**src/rtl/pfc_seq_pkg.sv**
```systemverilog
package pfc_seq_pkg;

   typedef enum logic [1:0] {
      MD_START = 2'd0,
      MD_RUN   = 2'd1,
      MD_BURST = 2'd2,
      MD_OFF   = 2'd3
   } pfc_mode_e;

   typedef enum logic [2:0] {
      CZ_NONE   = 3'd0,
      CZ_STBY   = 3'd1,
      CZ_HOT    = 3'd2,
      CZ_HICCUP = 3'd3,
      CZ_OVOLT  = 3'd4
   } pfc_cause_e;

   // scale a base code by a whole percentage
   function automatic int pct_of(input int base, input int pct);
      return (base * pct) / 100;
   endfunction

endpackage

```
**src/rtl/pfc_hyst_latch.sv**
```systemverilog
// Level comparator with a set point and a separate release point.
module pfc_hyst_latch #(
   parameter int W         = 9,
   parameter int SET_LVL   = 214,
   parameter int CLR_LVL   = 206,
   parameter bit HIGH_SIDE = 1'b1,
   parameter bit RST_VAL   = 1'b0
) (
   input  logic         clk,
   input  logic         rst_n,
   input  logic [W-1:0] level,
   output logic         flag
);

   logic set_c;
   logic clr_c;

   if (SET_LVL >= (2 ** W) || CLR_LVL >= (2 ** W)) begin : g_range_bad
      $error("pfc_hyst_latch: threshold does not fit in W bits");
   end

   if (HIGH_SIDE) begin : g_high
      if (CLR_LVL >= SET_LVL) begin : g_order_bad
         $error("pfc_hyst_latch: release must lie below set point");
      end
      assign set_c = level >  W'(SET_LVL);
      assign clr_c = level <= W'(CLR_LVL);
   end else begin : g_low
      if (CLR_LVL <= SET_LVL) begin : g_order_bad
         $error("pfc_hyst_latch: release must lie above set point");
      end
      assign set_c = level <  W'(SET_LVL);
      assign clr_c = level >= W'(CLR_LVL);
   end

   always_ff @(posedge clk or negedge rst_n) begin
      if (!rst_n) begin
         flag <= RST_VAL;
      end else if (set_c) begin
         flag <= 1'b1;
      end else if (clr_c) begin
         flag <= 1'b0;
      end
   end

endmodule

```
**src/rtl/pfc_op_hiccup.sv**
```systemverilog
// Overload persistence timer followed by a forced-off retry interval.
module pfc_op_hiccup #(
   parameter int OP_TICKS  = 448,
   parameter int OFF_TICKS = 12000
) (
   input  logic clk,
   input  logic rst_n,
   input  logic overload,
   output logic hic_act
);

   localparam int OW = $clog2(OP_TICKS + 1);
   localparam int HW = $clog2(OFF_TICKS + 1);

   if (OP_TICKS < 1 || OFF_TICKS < 1) begin : g_len_bad
      $error("pfc_op_hiccup: intervals must be at least one tick");
   end

   logic [OW-1:0] op_cnt;
   logic [HW-1:0] off_cnt;
   logic          counting;
   logic          expire;

   assign hic_act  = (off_cnt != '0);
   assign counting = overload && !hic_act;
   assign expire   = counting && (op_cnt == OW'(OP_TICKS - 1));

   always_ff @(posedge clk or negedge rst_n) begin
      if (!rst_n) begin
         op_cnt <= '0;
      end else if (!counting || expire) begin
         op_cnt <= '0;
      end else begin
         op_cnt <= op_cnt + 1'b1;
      end
   end

   always_ff @(posedge clk or negedge rst_n) begin
      if (!rst_n) begin
         off_cnt <= '0;
      end else if (hic_act) begin
         off_cnt <= off_cnt - 1'b1;
      end else if (expire) begin
         off_cnt <= HW'(OFF_TICKS);
      end
   end

endmodule

```
**src/rtl/pfc_burst_gate.sv**
```systemverilog
// Light-load detection and line-cycle-quantised gate blanking.
module pfc_burst_gate #(
   parameter int PW   = 9,
   parameter int TH   = 10,
   parameter int GAIN = 1
) (
   input  logic          clk,
   input  logic          rst_n,
   input  logic [PW-1:0] pwr_code,
   input  logic          active,
   input  logic          line_strb,
   output logic          light_load,
   output logic          hold_off
);

   localparam int DW = $clog2(TH + 1);
   localparam int BW = $clog2(TH * GAIN + 1);

   if (TH < 1 || GAIN < 1 || TH >= (2 ** PW)) begin : g_par_bad
      $error("pfc_burst_gate: threshold or gain out of range");
   end

   logic [DW-1:0] deficit_q;
   logic [BW-1:0] load_v;
   logic [BW-1:0] off_cnt;
   logic          below;

   assign below = pwr_code < PW'(TH);

   always_ff @(posedge clk or negedge rst_n) begin
      if (!rst_n) begin
         light_load <= 1'b0;
         deficit_q  <= '0;
      end else begin
         light_load <= below;
         deficit_q  <= below ? DW'(TH - int'(pwr_code)) : '0;
      end
   end

   if (GAIN == 1) begin : g_unit
      assign load_v = BW'(deficit_q);
   end else begin : g_scaled
      assign load_v = BW'(int'(deficit_q) * GAIN);
   end

   always_ff @(posedge clk or negedge rst_n) begin
      if (!rst_n) begin
         off_cnt <= '0;
      end else if (!active) begin
         off_cnt <= '0;
      end else if (line_strb) begin
         off_cnt <= (off_cnt == '0) ? load_v : off_cnt - 1'b1;
      end
   end

   assign hold_off = (off_cnt != '0);

endmodule

```
**src/rtl/pfc_mode_seq.sv**
```systemverilog
module pfc_mode_seq
   import pfc_seq_pkg::*;
#(
   parameter int FW           = 9,
   parameter int PW           = 9,
   parameter int REF_CODE     = 200,
   parameter int FULL_CODE    = 200,
   parameter int UV_SET_PCT   = 85,
   parameter int UV_HYS_PCT   = 10,
   parameter int OV_SET_PCT   = 107,
   parameter int OV_HYS_PCT   = 4,
   parameter int OP_PCT       = 125,
   parameter int BURST_PCT    = 5,
   parameter int BURST_GAIN   = 1,
   parameter int TICKS_PER_MS = 100000,
   parameter int OP_MS        = 112,
   parameter int HICCUP_MS    = 3000
) (
   input  logic          clk,
   input  logic          rst_n,
   input  logic          stby_n,
   input  logic          temp_trip,
   input  logic          temp_clear,
   input  logic          line_strb,
   input  logic [FW-1:0] fb_code,
   input  logic [PW-1:0] pwr_code,
   output logic          gate_en,
   output logic [1:0]    mode,
   output logic [2:0]    cause
);

   localparam int UV_SET       = pct_of(REF_CODE, UV_SET_PCT);
   localparam int UV_CLR       = pct_of(REF_CODE, UV_SET_PCT + UV_HYS_PCT);
   localparam int OV_SET       = pct_of(REF_CODE, OV_SET_PCT);
   localparam int OV_CLR       = pct_of(REF_CODE, OV_SET_PCT - OV_HYS_PCT);
   localparam int OP_LVL       = pct_of(FULL_CODE, OP_PCT);
   localparam int BURST_LVL    = pct_of(FULL_CODE, BURST_PCT);
   localparam int OP_TICKS     = TICKS_PER_MS * OP_MS;
   localparam int HICCUP_TICKS = TICKS_PER_MS * HICCUP_MS;

   if (OP_LVL >= (2 ** PW)) begin : g_op_bad
      $error("pfc_mode_seq: overload level does not fit in PW bits");
   end
   if (UV_CLR >= OV_CLR) begin : g_win_bad
      $error("pfc_mode_seq: undervoltage window overlaps overvoltage window");
   end

   logic       stby_lvl_q;
   logic       ot_hot;
   logic       uv_low;
   logic       ov_hi;
   logic       hic_act;
   logic       op_raw;
   logic       overload;
   logic       light_load;
   logic       hold_off;
   pfc_cause_e cause_w;
   pfc_mode_e  mode_w;

   // standby pin and thermal latch
   always_ff @(posedge clk or negedge rst_n) begin
      if (!rst_n) begin
         stby_lvl_q <= 1'b0;
         ot_hot     <= 1'b0;
      end else begin
         stby_lvl_q <= stby_n;
         if (temp_trip) begin
            ot_hot <= 1'b1;
         end else if (temp_clear) begin
            ot_hot <= 1'b0;
         end
      end
   end

   pfc_hyst_latch #(
      .W(FW), .SET_LVL(UV_SET), .CLR_LVL(UV_CLR),
      .HIGH_SIDE(1'b0), .RST_VAL(1'b1)
   ) uv_i (
      .clk(clk), .rst_n(rst_n), .level(fb_code), .flag(uv_low)
   );

   pfc_hyst_latch #(
      .W(FW), .SET_LVL(OV_SET), .CLR_LVL(OV_CLR),
      .HIGH_SIDE(1'b1), .RST_VAL(1'b0)
   ) ov_i (
      .clk(clk), .rst_n(rst_n), .level(fb_code), .flag(ov_hi)
   );

   assign op_raw   = pwr_code > PW'(OP_LVL);
   assign overload = op_raw && uv_low && stby_lvl_q && !ot_hot && !ov_hi;

   pfc_op_hiccup #(
      .OP_TICKS(OP_TICKS), .OFF_TICKS(HICCUP_TICKS)
   ) hic_i (
      .clk(clk), .rst_n(rst_n), .overload(overload), .hic_act(hic_act)
   );

   // disable reason, highest priority first
   always_comb begin
      if (!stby_lvl_q) begin
         cause_w = CZ_STBY;
      end else if (ot_hot) begin
         cause_w = CZ_HOT;
      end else if (hic_act) begin
         cause_w = CZ_HICCUP;
      end else if (ov_hi) begin
         cause_w = CZ_OVOLT;
      end else begin
         cause_w = CZ_NONE;
      end
   end

   always_comb begin
      if (cause_w != CZ_NONE) begin
         mode_w = MD_OFF;
      end else if (uv_low) begin
         mode_w = MD_START;
      end else if (light_load) begin
         mode_w = MD_BURST;
      end else begin
         mode_w = MD_RUN;
      end
   end

   pfc_burst_gate #(
      .PW(PW), .TH(BURST_LVL), .GAIN(BURST_GAIN)
   ) burst_i (
      .clk(clk), .rst_n(rst_n), .pwr_code(pwr_code),
      .active(mode_w == MD_BURST), .line_strb(line_strb),
      .light_load(light_load), .hold_off(hold_off)
   );

   assign gate_en = (mode_w != MD_OFF) && !((mode_w == MD_BURST) && hold_off);
   assign mode    = mode_w;
   assign cause   = cause_w;

endmodule

```
**config.mk**
```make
export PLATFORM = sky130hd
export DESIGN_NAME = pfc_mode_seq
export DESIGN_NICKNAME = d
export VERILOG_FILES = /design/src/rtl/pfc_seq_pkg.sv /design/src/rtl/pfc_hyst_latch.sv /design/src/rtl/pfc_op_hiccup.sv /design/src/rtl/pfc_burst_gate.sv /design/src/rtl/pfc_mode_seq.sv
export SDC_FILE = /design/constraint.sdc
export NUM_CORES = 1
export LEC_CHECK = 0
export ABC_CLOCK_PERIOD_IN_PS = 3750
export BUFFER_PORTS_ARGS = -buffer_cell sky130_fd_sc_hd__buf_2
export CAP_MARGIN = 20
export CELL_PAD_IN_SITES_DETAIL_PLACEMENT = 1
export CELL_PAD_IN_SITES_GLOBAL_PLACEMENT = 1
export CORE_MARGIN = 3
export CORE_UTILIZATION = 47
export DETAILED_ROUTE_END_ITERATION = 8
export PLACE_DENSITY = 0.85
export REMOVE_ABC_BUFFERS = 1
export SLEW_MARGIN = 20
export SYNTH_ARGS = -nofsm -noshare
export SYNTH_HDL_FRONTEND = slang
export SYNTH_HIERARCHICAL = 1
export SYNTH_SLANG_ARGS = --single-unit
```
**constraint.sdc**
```tcl
create_clock -name clk -period 3.75 [get_ports clk]
set_input_delay 0.1875 -clock clk [delete_from_list [all_inputs] [get_ports clk]]
set_output_delay 0.1875 -clock clk [all_outputs]
set_load 0.03 [all_outputs]
```
==> metrics.csv, run 1 <==
metric,value,unit
met2_usage,0.3329,
worst_hold_slack,-23.93,ps
grt_max_degree,43,
fillerInstances,808,
hold_viol_final,39,
min_period_over_period,0.9270,
final_common_cell,dfrtp_1,
skew,9.414,ps
coreArea,7019,sq um
clockBufferDepth,2,
drcViolationCount,0,
ctsHtreeMaxLevel,3,
final_nets,413,
die_h,92.43,um
yosys_warnings,6,
instances_no_fill,485,
rsz0062_at_grt,false,
cts.sinks,66,
post_drt_wl_per_cell,16.19,um
crit_slowest_cell,or4_1,
synth_xor_xnor_area_share,0.09480,
dp.final_hpwl,5.646,mm
cp_cell_sequence,"or4_1, or4_4, nor2_8, inv_2, or3_1, nor2_1, inv_1, o41ai_1",
detailroute.via_count,2765,
seq_area_frac_synth,0.4708,
maxCapViolations,0,
firstDrtPassIters,4,
track_usage,0.1998,
drive_above_1_share,0.2031,
syn_avg_cell_area,10.03,sq um
grt_overflow,0,
final_cell_mix,"65 x dfrtp_1, 29 x xnor2_1, 29 x buf_2, 28 x nor2_1",
synthCells,350,
final_area,3914,sq um
period_needed,3476,ps
use_met3,0.05524,
startpoint_type,flip-flop,
min-delay-path-class,in -> async,
ys_types,59,
p_leak,0.001590,uW
slew_violations,0,
tightest_slew,942.4,ps
yosys.area_share.simple,0.2951,
final-setup-viol-count,0,
power_density,340.7,nW/um^2
gr-usage-met1,0.2475,
tns,0,ps
top_usage_layer,met2,
numCtsBuffers,9,
antenna_found_initial,0,
antennaDiodeCount,0,
syn-cell-area,3511,sq um
clk_pin_slew,70,ps
ys_seq_elements,66,
critical_path_class,reg -> reg,
synth_compound_area_frac,0.08482,
grt_pass1_wl,13.63,mm
cts-resized-gates,0,
max_slew_margin,0.3718,
cp_max_fo,10,
crit_buf_inv,2,
synth_top_flop_cell,dfrtp_1,
clkLatencyLatePin,350,ps
gp_congestion,0.7755,
ant_nets,0,
violations,negative hold slack,
die_area,8543,sq um
path_delay_family,simple AND/OR/NAND/NOR gates,
synthToLayoutAreaGrowth,11.48,%
tritoncts,yes,
synth-edff-count,0,
die_w,92.43,um
worst-endpoint-required,3990,ps
grt_pass1_vias,2916,
timing.fmax,0.2877,GHz
row_count,30,
io_pins,30,
synth_top_family_by_area,simple AND/OR/NAND/NOR gates,
avgViaCountPerCell,5.701,
status,"finished, violations left",
wl,7.851,mm
initial_utilization,0.5002,
cp-end-kind,flip-flop,
first_iter_violations,66,
crit_arrival,3710,ps
final_util,0.5576,
synthMuxAreaShare,0.002851,
port_buffers,29,
synthAdderAreaFrac,0.01782,
root_buffer,clkbuf_8,
place_inst,468,
synthArstFlopShare,1.000,
slowest_delay,720,ps
placed_cell_area,3721,sq um
ir_drop,186.4,uV
==> registers in the layout (all words and copies together) (netlist names) <==
signal              flops
hic_i/off_cnt          29
hic_i/op_cnt           24
burst_i/deficit_q       4
burst_i/off_cnt         4
burst_i/light_load      1
ot_hot                  1
ov_i/flag               1
stby_lvl_q              1
uv_i/flag               1
==> power breakdown <==
part / internal, uW / leakage (uW) / switching (uW) / total [uW]
registers: 716 / 0.000856 / 3.71 / 720
logic: 19.9 / 0.000637 / 35.3 / 55.2
clock network: 293 / 0.0000965 / 266 / 558
==> cells in the mapped netlist (2+ instances only) <==
cell type	count	area, sq um
and3_1	3	18.77
nor3b_1	3	22.52
a311oi_1	2	17.52
or4_4	2	22.52
nor2_1	28	105.1
nand4b_1	4	35.03
nor3_1	20	100.1
and3_2	2	15.01
a21oi_1	12	60.06
a21o_1	2	15.01
a41oi_1	2	17.52
xor2_1	9	78.83
a31oi_1	7	43.79
nand4_1	6	37.54
nand3b_1	2	15.01
nand2_1	19	71.32
clkbuf_1	2	7.510
o21ai_1	2	10.01
buf_2	2	10.01
a211oi_1	3	22.52
nand3_1	14	70.07
inv_1	14	52.55
nor4_1	15	93.84
or3_1	6	37.54
o21ai_0	4	20.02
o41ai_1	2	17.52
nor2_2	20	125.1
or4_1	3	22.52
buf_6	4	45.04
ha_1	5	62.56
and4_1	5	43.79
and2_1	2	12.51
o21a_1	2	15.01
nand2b_1	5	31.28
xnor2_1	29	254.0
dfrtp_1	65	1627
==> path summary, 6_finish.rpt <==
kind,startpoint,endpoint,slack (ps),depth (start not counted)
min in group clk,temp_trip,ot_hot,20,2
min reg2reg,hic_i/off_cnt[11],hic_i/off_cnt[11],490,1
min,rst_n,hic_i/op_cnt[17],-20,1
max in group asynchronous,rst_n,uv_i/flag,2860,2
max reg2reg,hic_i/off_cnt[3],burst_i/off_cnt[3],270,8
max,hic_i/off_cnt[3],burst_i/off_cnt[3],270,8
==> timing repair <==
item / in CTS / in global routing
hold buffers: 1 / 0
endpoints found under the hold margin: 1 / 0
buffers inserted: 0 / 0
==> cell type report <==
type | instances | area, sq um | area share
tap | 96 | 120.1 | 0.03069
clock buffer | 14 | 172.7 | 0.04412
clock inverter | 2 | 10.01 | 0.002558
inverter | 15 | 56.30 | 0.01439
timing repair buffer | 31 | 162.7 | 0.04156
multi-input combinational | 261 | 1739 | 0.4444
sequential | 66 | 1653 | 0.4223
==> per-stage QoR <==
stage | total power, uW | setup WS [ps] | hold slack, ps
3_5_place_dp | 788.8 | 298.7 | 304.2
6_report | 1333 | 273.6 | -23.93
3_3_place_gp | 786.8 | 545.6 | 305.0
5_1_grt | 1395 | 85.39 | 15.62
4_1_cts | 1353 | 260.4 | 5.371
2_1_floorplan | 749.9 | 725.6 | -108.1
==> kinds of logic (layout without fill, tap and decap cells) <==
kind of cell / count (synthesis) / after routing
AO/OA/AOI/OAI: 44 / 44
XOR/XNOR: 38 / 38
adder cells (fa/ha/maj): 5 / 5
buffers and inverters: 23 / 62
flip-flops: 66 / 66
multiplexers: 1 / 1
AND/OR/NAND/NOR: 173 / 173
==> worst register-to-register path: cells and delay by family, from the launching register on <==
family / cells / cell delay (ps)
and+or+nand+nor: 5 / 2290
DFF: 1 / 450
AOI/OAI and AO/OA: 1 / 380
buffers and inverters: 2 / 250
==> routing by layer <==
metal	share of wire	vias to the layer above
met5	0	-
met4	0.014	0
met3	0.036	10
met2	0.49	38
met1	0.46	1396
li1	-	1321
Power figures use the tool's default switching activity.
==> run 2, diff against run 1 <==
--- a/config.mk
+++ b/config.mk
@@ -14,6 +14,7 @@
 export CORE_UTILIZATION = 47
 export DETAILED_ROUTE_END_ITERATION = 8
 export PLACE_DENSITY = 0.85
+export RECOVER_POWER = 25
 export REMOVE_ABC_BUFFERS = 1
 export SLEW_MARGIN = 20
 export SYNTH_ARGS = -nofsm -noshare
==> run 2 against run 1 <==
Against the previous run: the run ends with max-capacitance violations, max-slew violations left; highest routed layer unchanged; register-to-register slack is essentially flat; core utilization shrank 0.053 points; clock power hardly changed; clock skew stayed put; die area unchanged; setup slack about the same; final cell count did not move; power about the same; critical path depth unchanged; sequential share of layout area is essentially flat.
==> metrics.csv, run 2 (synthesized netlist as in run 1, its figures left out) <==
metric,value,unit
critical_path_class,reg -> reg,
power,1333,uW
die_w,92.43,um
wl,7.839,mm
ir_drop,186.4,uV
root_buffer,clkbuf_8,
min_period_over_period,0.9270,
reg2reg_from,hic_i/off_cnt[3],
slew_violations,43,
tightest_slew,2216,ps
clkLatencyLatePin,350,ps
die_h,92.43,um
ctsHtreeMaxLevel,3,
numCtsBuffers,9,
violations,"max-capacitance violations, max-slew violations",
status,"finished, violations left",
final_common_cell,dfrtp_1,
rsz0062_at_grt,false,
detailroute.via_count,2765,
hold_viol_final,0,
grt_pass1_wl,13.63,mm
antenna_found_initial,0,
crit_start,hic_i/off_cnt[3],
firstDrtPassIters,4,
clockBufferDepth,2,
hp-start,temp_trip,
ant_nets,0,
port_buffers,29,
post_cts_buffers,0,
antennaDiodeCount,0,
regArea,1653,sq um
grt_pass1_vias,2916,
final_nets,413,
row_count,30,
largest_register_ffs,29,
timing.fmax,0.2877,GHz
grt_max_degree,43,
final-setup-viol-count,0,
initial_utilization,0.5002,
coreArea,7019,sq um
top_register,hic_i/off_cnt,
final_cell_mix,"65 x dfrtp_1, 29 x xnor2_1, 28 x nor2_1, 26 x buf_2",
die_area,8543,sq um
fillerInstances,809,
drive_above_1_share,0.1954,
tns,0,ps
avgViaCountPerCell,5.701,
post_drt_wl_per_cell,16.16,um
drcViolationCount,0,
startpoint_type,flip-flop,
skew,9.414,ps
slowest_delay,720,ps
p_leak,0.001581,uW
cp-end-kind,flip-flop,
synthToLayoutAreaGrowth,11.37,%
period_needed,3476,ps
crit_arrival,3710,ps
min-delay-path-class,in -> reg,
cts.sinks,66,
dp.final_hpwl,5.646,mm
clk_pin_slew,70,ps
worst-endpoint-required,3990,ps
reg_top3,"hic_i/off_cnt: 29 flops, hic_i/op_cnt: 24 flops",
track_usage,0.1998,
cp_cell_sequence,"or4_1, or4_4, nor2_8, inv_2, or3_1, nor2_1, inv_1, o41ai_1",
crit_slowest_cell,or4_1,
gp_congestion,0.7755,
multiInputGateArea,1739,sq um
power_density,340.9,nW/um^2
cp_max_fo,10,
tritoncts,yes,
first_iter_violations,66,
grt_overflow,0,
maxCapViolations,1,
io_pins,30,
max_slew_margin,-0.4774,
## run 2: cell types whose count changed in the layout (fill, tap and decap cells not counted)
| cell | change |
|---|---|
| buf_2 | -3 |
| clkbuf_1 | +3 |
## run 2: layout make-up
cell class,count,area share
flip-flops and latches,66,0.4227
well taps,96,0.03072
multi-input cells,261,0.4448
inverters,15,0.01440
clock buffers,14,0.04416
clock inverters,2,0.002560
repair buffers,31,0.04064
## run 2: per-stage QoR
| step | area [sq um] | hold WS, ps | setup WS [ps] | instances | util |
|---|---|---|---|---|---|
| after floorplan | 3448 | -108.1 | 725.6 | 342 | - |
| after global placement | 3721 | 305.0 | 545.6 | 468 | 0.5301 |
| after detailed placement | 3721 | 304.2 | 298.7 | 468 | 0.5301 |
| after CTS | 3914 | 5.371 | 260.4 | 485 | 0.5576 |
| after global routing | 3910 | 15.62 | 85.39 | 485 | 0.5570 |
| final | 3910 | 22.10 | 273.6 | 485 | 0.5570 |
## run 2: final timing paths
kind                                 endpoint  slack [ps]  depth (start not counted)
max                        burst_i/off_cnt[3]         270                          8
min                                    ot_hot          20                          2
max reg2reg                burst_i/off_cnt[3]         270                          8
min reg2reg                 hic_i/off_cnt[11]         490                          1
max in group asynchronous           uv_i/flag        1900                          2
min in group asynchronous    hic_i/op_cnt[17]         490                          1
## run 2: critical path: cells and delay by family, from the launching register on
kind | cells | cell delay (ps)
AND/OR/NAND/NOR | 5 | 2290
flip-flops | 1 | 450
AO/OA/AOI/OAI | 1 | 380
buffers and inverters | 2 | 250
## run 2: routing by layer
layer,global-route usage,up-vias,part of all wire
met2,0.3329,38,0.49
met5,0,-,0
met3,0.05524,10,0.036
met4,0.07302,0,0.014
li1,-,1321,-
met1,0.2475,1396,0.46
## run 2: timing repair
action | 4_1_cts | 5_1_grt
resized for setup | 0 | 0
setup endpoints to repair | 0 | 0
endpoints found under the hold margin | 1 | 0
hold buffers | 1 | 0
## run 2: where the power goes
part	leakage (uW)	total (uW)	internal [uW]	switching (uW)
combinational	0.000629	54.8	19.5	35.3
sequential	0.000856	720	716	3.71
clock	0.0000965	558	293	266
